$ cat src/rtl/tx_status_mon.sv
module tx_status_mon #(
  parameter int DEFER_LIMIT = 24288,
  parameter int HB_WINDOW   = 40
) (
  input  logic clk,
  input  logic rst_n,
  input  logic bit_tick,
  input  logic speed_10,
  input  logic half_duplex,
  input  logic crs,
  input  logic col,
  input  logic tx_en_ctl,
  input  logic tx_req,
  input  logic tx_done,
  output logic no_hb,
  output logic deferred,
  output logic exc_defer,
  output logic abort_p,
  output logic stat_vld
);
  localparam int DW = $clog2(DEFER_LIMIT + 1);
  localparam int HW = $clog2(HB_WINDOW + 1);

  typedef enum logic [1:0] {S_IDLE, S_PEND, S_TX, S_HB} st_t;

  st_t           st;
  logic [DW-1:0] dcnt;
  logic [HW-1:0] hcnt;
  logic          dseen, cseen;

  wire cseen_n = cseen | col;

  always_ff @(posedge clk) begin
    if (!rst_n) begin
      st        <= S_IDLE;
      dcnt      <= '0;
      hcnt      <= '0;
      dseen     <= 1'b0;
      cseen     <= 1'b0;
      no_hb     <= 1'b0;
      deferred  <= 1'b0;
      exc_defer <= 1'b0;
      abort_p   <= 1'b0;
      stat_vld  <= 1'b0;
    end else begin
      abort_p  <= 1'b0;
      stat_vld <= 1'b0;
      case (st)
        S_IDLE: if (tx_req) begin
          st        <= S_PEND;
          dcnt      <= '0;
          dseen     <= 1'b0;
          cseen     <= 1'b0;
          no_hb     <= 1'b0;
          deferred  <= 1'b0;
          exc_defer <= 1'b0;
        end
        S_PEND: begin
          if (!half_duplex) begin
            st <= S_TX;
          end else if (crs) begin
            dseen <= 1'b1;
            if (bit_tick && !exc_defer) begin
              dcnt <= dcnt + 1'b1;
              if (dcnt == DW'(DEFER_LIMIT - 1)) begin
                exc_defer <= 1'b1;
                if (!tx_en_ctl) begin
                  st       <= S_IDLE;
                  abort_p  <= 1'b1;
                  stat_vld <= 1'b1;
                  deferred <= 1'b1;
                end
              end
            end
          end else begin
            st <= S_TX;
          end
        end
        S_TX: begin
          cseen <= cseen_n;
          if (tx_done) begin
            if (speed_10) begin
              st   <= S_HB;
              hcnt <= '0;
            end else begin
              st       <= S_IDLE;
              stat_vld <= 1'b1;
              deferred <= dseen & ~cseen_n;
            end
          end
        end
        S_HB: begin
          if (col || (bit_tick && hcnt == HW'(HB_WINDOW - 1))) begin
            st       <= S_IDLE;
            stat_vld <= 1'b1;
            deferred <= dseen & ~cseen;
            no_hb    <= ~col;
          end else if (bit_tick) begin
            hcnt <= hcnt + 1'b1;
          end
        end
        default: st <= S_IDLE;
      endcase
    end
  end


  stat_pulse_chk: assert property (@(posedge clk) disable iff (!rst_n)
    stat_vld |=> !stat_vld);


  abort_report_chk: assert property (@(posedge clk) disable iff (!rst_n)
    abort_p |-> (stat_vld && exc_defer));


  nohb_speed_chk: assert property (@(posedge clk) disable iff (!rst_n)
    (stat_vld && no_hb) |-> speed_10);


  exc_half_chk: assert property (@(posedge clk) disable iff (!rst_n)
    $rose(exc_defer) |-> half_duplex);


  dcnt_bound_chk: assert property (@(posedge clk) disable iff (!rst_n)
    dcnt <= DW'(DEFER_LIMIT));


  fd_skip_chk: assert property (@(posedge clk) disable iff (!rst_n)
    (st == S_PEND && !half_duplex) |=> (st == S_TX && dcnt == '0));
endmodule

$ cat config.mk
export PLATFORM = sky130hd
export DESIGN_NAME = tx_status_mon
export DESIGN_NICKNAME = d
export VERILOG_FILES = /design/src/rtl/tx_status_mon.sv
export SDC_FILE = /design/constraint.sdc
export NUM_CORES = 1
export LEC_CHECK = 0
export BUFFER_PORTS_ARGS = -buffer_cell sky130_fd_sc_hd__buf_2
export CAP_MARGIN = 20
export CELL_PAD_IN_SITES_DETAIL_PLACEMENT = 1
export CELL_PAD_IN_SITES_GLOBAL_PLACEMENT = 1
export CORE_UTILIZATION = 39
export DETAILED_ROUTE_END_ITERATION = 6
export HOLD_SLACK_MARGIN = 0.15
export MAX_ROUTING_LAYER = met4
export PLACE_DENSITY = 0.83
export SLEW_MARGIN = 15
export SYNTH_ARGS = -nofsm -noshare
export SYNTH_HDL_FRONTEND = slang
export SYNTH_SLANG_ARGS = --single-unit
$ cat constraint.sdc
create_clock -name clk -period 1.5 [get_ports clk]
set_input_delay 0.15 -clock clk [delete_from_list [all_inputs] [get_ports clk]]
set_output_delay 0.15 -clock clk [all_outputs]
set_load 0.005 [all_outputs]
# ---- After elaboration in Yosys (flattened, before gate mapping)
# Index checks and enable logic that the tools add are counted.
dict set report totals {
  reg_bits 30
  in_bits 10
  out_inout_bits 5
  elab_cells 106
}
dict set report classes {
  add_sub_neg 2
  n_eq_ne 20
  mux 50
  bitwise 6
  reduce_logical 18
}
# cell count
set ops {}
lappend ops {{$mux 15} 4}
lappend ops {{$pmux 15 s2} 1}
lappend ops {{$mux 1} 24}
lappend ops {{$mux 6} 4}
lappend ops {{$ne 2x2->1 const B} 12}
lappend ops {{$mux 2} 9}
lappend ops {{$add 15x1->15 const B} 1}
lappend ops {{$eq 15x15->1 const B} 1}
lappend ops {{$ne 4x4->1 const B} 3}
lappend ops {{$pmux 6 s2} 1}
lappend ops {{$reduce_and 6->1} 2}
lappend ops {{$reduce_and 5->1} 2}
lappend ops {{$reduce_and 9->1} 1}
lappend ops {{$pmux 1 s2} 4}
lappend ops {{$pmux 2 s4} 1}
lappend ops {{$reduce_bool 2->1} 4}
lappend ops {{$add 6x1->6 const B} 1}
lappend ops {{$eq 6x6->1 const B} 1}
lappend ops {{$eq 2x2->1 const B} 2}
lappend ops {{$pmux 1 s4} 1}
lappend ops {{$reduce_and 2->1} 2}
lappend ops {{$reduce_and 4->1} 1}
lappend ops {{$not 1->1} 3}
lappend ops {{$pmux 1 s3} 1}
lappend ops {{8 further kinds} 10}

# ---- Longest topological paths before layout
dict set report logic_depth {
  depth_word 6
  ltp_mapped 7
  ltp_nobuf 6
}

# ---- Worst setup path before layout
# OpenSTA, ideal clock, no wires.
dict set report synth_timing {
  kind {flip-flop to flip-flop}
  startpoint {register dcnt[0]}
  endpoint {register deferred}
  setup_ns 0.072
  arrival_ns 1.602
  required_time_ns 1.428
  slack_ns -0.174
  stages_incl_launch_ff 7
  path_buffers 0
  period_less_slack_ns 1.674
  path_cell_list {dfxtp_1 -> ha_1 -> and4_1 -> nand4_1 -> o31ai_2 -> and3_1 -> mux2i_1}
}
dict set report synth_between {
  elab_chain_len 3
}
# item line
set synth_lines {}
lappend synth_lines {{from (decl)} 27} ;# logic [DW-1:0] dcnt;
lappend synth_lines {{from (signal assigned)} 64} ;# dcnt <= dcnt + 1'b1;
lappend synth_lines {{$eq 15x15->1} 65} ;# if (dcnt == DW'(DEFER_LIMIT - 1)) begin
lappend synth_lines {{$ne 2x2->1 (no source line)} n/a}
lappend synth_lines {{$reduce_and 9->1 (no source line)} n/a}
lappend synth_lines {{to (signal assigned)} 88} ;# deferred <= dseen & ~cseen_n;
lappend synth_lines {{to (signal assigned)} 96} ;# deferred <= dseen & ~cseen;
lappend synth_lines {{to (decl)} 16} ;# output logic deferred,
# Every way passes these cells.
# A chain may end at the register's enable or synchronous reset.

# ---- Worst setup path in the final report
dict set report layout_timing {
  startpoint {register exc_defer}
  endpoint {register dcnt[12]}
}
dict set report layout_between {
  elab_chain_len 4
}
# item line
set layout_lines {}
lappend layout_lines {{from (decl)} 17} ;# output logic exc_defer,
lappend layout_lines {{from (signal assigned)} 42} ;# exc_defer <= 1'b0;
lappend layout_lines {{from (signal assigned)} 56} ;# exc_defer <= 1'b0;
lappend layout_lines {{from (signal assigned)} 66} ;# exc_defer <= 1'b1;
lappend layout_lines {{$logic_not 1->1} 63} ;# if (bit_tick && !exc_defer) begin
lappend layout_lines {{$logic_and 1x1->1} 63}
lappend layout_lines {{$ne 2x2->1 (no source line)} n/a}
lappend layout_lines {{$reduce_and 5->1 (no source line)} n/a}
# Every way passes these cells.

==> qor.yml <==
dp_cells: 256
gp_congestion: 0.852
whs_path_depth: 3
ios: 15
drc: 0
total_power_w: 0.00264
drt_iter0_drc: 151
cts_made_buffers: 5
finalMaxSlewViolations: 0
syn_avg_cell_area_um2: 8.67
grt_pass1_vias: 1803
hold_violations: 0
required_ps: 1710
grt_max_degree: 19
nNetsFinal: 243
ys_seq_area_share_pct: 41.0
placed_area_um2: 1850
antennaDiodeCount: 0
setup_slack_ps: -245
cp_max_fo: 4
post-route-period-util_pct: 116
worstMarginPinSlew_ps: 319
num_vias: 1734
hold_path.class: "primary input to flop"
drv_cap: 0
dieArea_um2: 4010
crit_path_start: "exc_defer$_SDFFE_PN0P_"
hpwl_um: 3230
power.density_nw_per_um2: 1110
cts_sinks: 30
cp_data_arrival_time_ps: 1960
area_growth_pct: 63.0
synth.distinct_cells: 39
synth_warnings: 0
path_class: "flop to flop"
setup_violations: 26
critPathLaunchType: "flop"
end_kind: "flop"
grt.total_usage_pct: 32.5
pre_cts_ws_ps: -224
ff2ff_setup_slack_ps: -240
cpMaxStageDelayCell: "dfxtp_4"
cts_buffer_depth: 2
min_from: "tx_en_ctl"
postSynthCellCount: 169
synth_nets: 181
clk_pin_slew_worst_paths_ps: 80
ys_ff_latch: 30
htreeDepth: 2
hold_ws_ps: 254
synthArstFlopShare_pct: 0
maxSlewHeadroom_pct: 78.5
overflow: 0
outcome: "complete, but fails checks"
period_minus_slack_ps: 1740
drt_pass1_iterations: 4
r2r_cells: 6
finalInstanceArea_um2: 2390
grt_pass1_wl_um: 9560
die_y_um: 63.3
violations: "setup timing"
die_w_um: 63.3
drtAntennaViolNets: 0
routed_wl_um: 7390
cp_cell_sequence: "nand2b_4 > a221oi_4 > buf_6 > nand4_4 > or3_4 > a21oi_2"
instances_no_fill: 278
rsz0062_at_grt: "yes"
portBuffers: 14
synth_edf_count: 0
antenna_found_initial: 0
rows: 21
start_util_pct: 42.2
wire_per_inst_um: 26.6
drive_above_1_share_pct: 52.2
synth_ff_type: "dfxtp_1"
r2r_start: "exc_defer$_SDFFE_PN0P_"
worstSkewPairLatency_ps: 290
max_stage_delay_ps: 370
cts_tree: "done"
p_leak_nw: 0.951
via_per_inst: 6.24
synth_area_um2: 1470
core_area_um2: 3470
fmax_mhz: 573
ir_drop_v: 0.00108
finalClockSkew_ps: 8.08
cts_root_buf: "clkbuf_8"
==> critical path, delay by kind of cell, from the launching register on <==
family,cells,cell delay [ps]
DFF,1,370
and+or+nand+nor,3,650
AOI/OAI and AO/OA,2,480
buffers and inverters,1,160
==> sequential cells by signal, summed over array words and instances (netlist names) <==
register	count
abort_p	1
cseen	1
dcnt	15
deferred	1
dseen	1
exc_defer	1
hcnt	6
no_hb	1
st	2
stat_vld	1
==> metal layers <==
layer / track usage, % / part of all wire (%) / vias to the layer above
met5: - / 0 / -
met4: 11.1 / 5.1 / 0
met3: 5.80 / 6.3 / 35
met2: 56.3 / 50 / 103
met1: 37.5 / 39 / 869
li1: - / - / 727
==> kinds of logic after synthesis <==
kind of cell	synth area share (%)
xor+xnor	9.56
simple gates	27.9
compound gates	15.1
mux	1.37
fa+ha+maj	1.71
flops	41.0
buf+inv	3.33
==> path summary, 6_finish.rpt <==
| kind | end |
|---|---|
| hold reg to reg | deferred$_SDFFE_PN0P_ |
| setup / recovery | dcnt[12]$_SDFFE_PN0P_ |
| hold / removal | abort_p$_SDFF_PN0_ |
| setup reg to reg | dcnt[12]$_SDFFE_PN0P_ |
==> cells in the mapped netlist, types with 2 or more instances <==
cell type	number	area share, %
dfxtp_1	30	41
nor2_1	27	6.9
xor2_1	15	9.0
nand2_1	10	2.6
o21ai_0	10	3.4
nand3_1	9	3.1
a21oi_1	8	2.7
nand4_1	7	3.0
and3_1	6	2.6
inv_1	5	1.3
and2_1	3	1.3
buf_2	3	1.0
nand2b_1	3	1.3
or3_1	3	1.3
a211oi_1	2	1.0
ha_1	2	1.7
mux2i_1	2	1.4
nor3_1	2	0.68
o2111ai_1	2	1.2
==> report_power, final <==
group	total, W	switching [W]	internal, W	leakage [nW]
sequential	0.000915	0.0000685	0.000846	0.247
combinational	0.000890	0.000467	0.000422	0.646
clock	0.000836	0.000347	0.000489	0.0579
==> what timing repair did <==
action	in CTS	in global routing
gates resized for setup	26	48
endpoints found under the hold margin	2	0
pin swaps	24	26
endpoints found under the setup margin	24	28
buffers inserted	9	4
hold buffers	2	0
==> cell usage in the layout, fill, tap and decap left out, drive strengths merged, types with 2 or more instances in the layout <==
master | Yosys | layout
nand3 | 9 | 9
a311oi | 2 | 2
o2111ai | 2 | 2
inv | 5 | 5
and2 | 3 | 3
nor3 | 2 | 2
and3 | 6 | 6
dfxtp | 30 | 30
nand2b | 4 | 4
nand2 | 10 | 10
dlygate4sd3 | 0 | 2
clkinv | 0 | 2
a21oi | 8 | 8
or3 | 3 | 3
mux2i | 2 | 2
buf | 4 | 58
ha | 2 | 2
clkbuf | 1 | 5
o21ai | 11 | 11
nand4 | 8 | 8
a211oi | 2 | 2
nor2 | 27 | 27
xor2 | 15 | 15
==> area by class of cell <==
class / count / area, um^2
fillers: 368 / 1080
clock buffers: 5 / 68.8
multi-input cells: 129 / 1090
flip-flops and latches: 30 / 617
well taps: 46 / 57.6
inverters: 5 / 18.8
repair buffers: 60 / 495
clock inverters: 3 / 40.0
==> metrics by stage <==
stage	setup TNS (ps)	util [%]
floorplan	-158	-
global placement	-427	53.4
detailed placement	-1850	53.4
CTS	-791	62.4
global route	-4470	68.9
finish	-3260	68.9
Note: power is estimated with default switching activity, not from simulation.
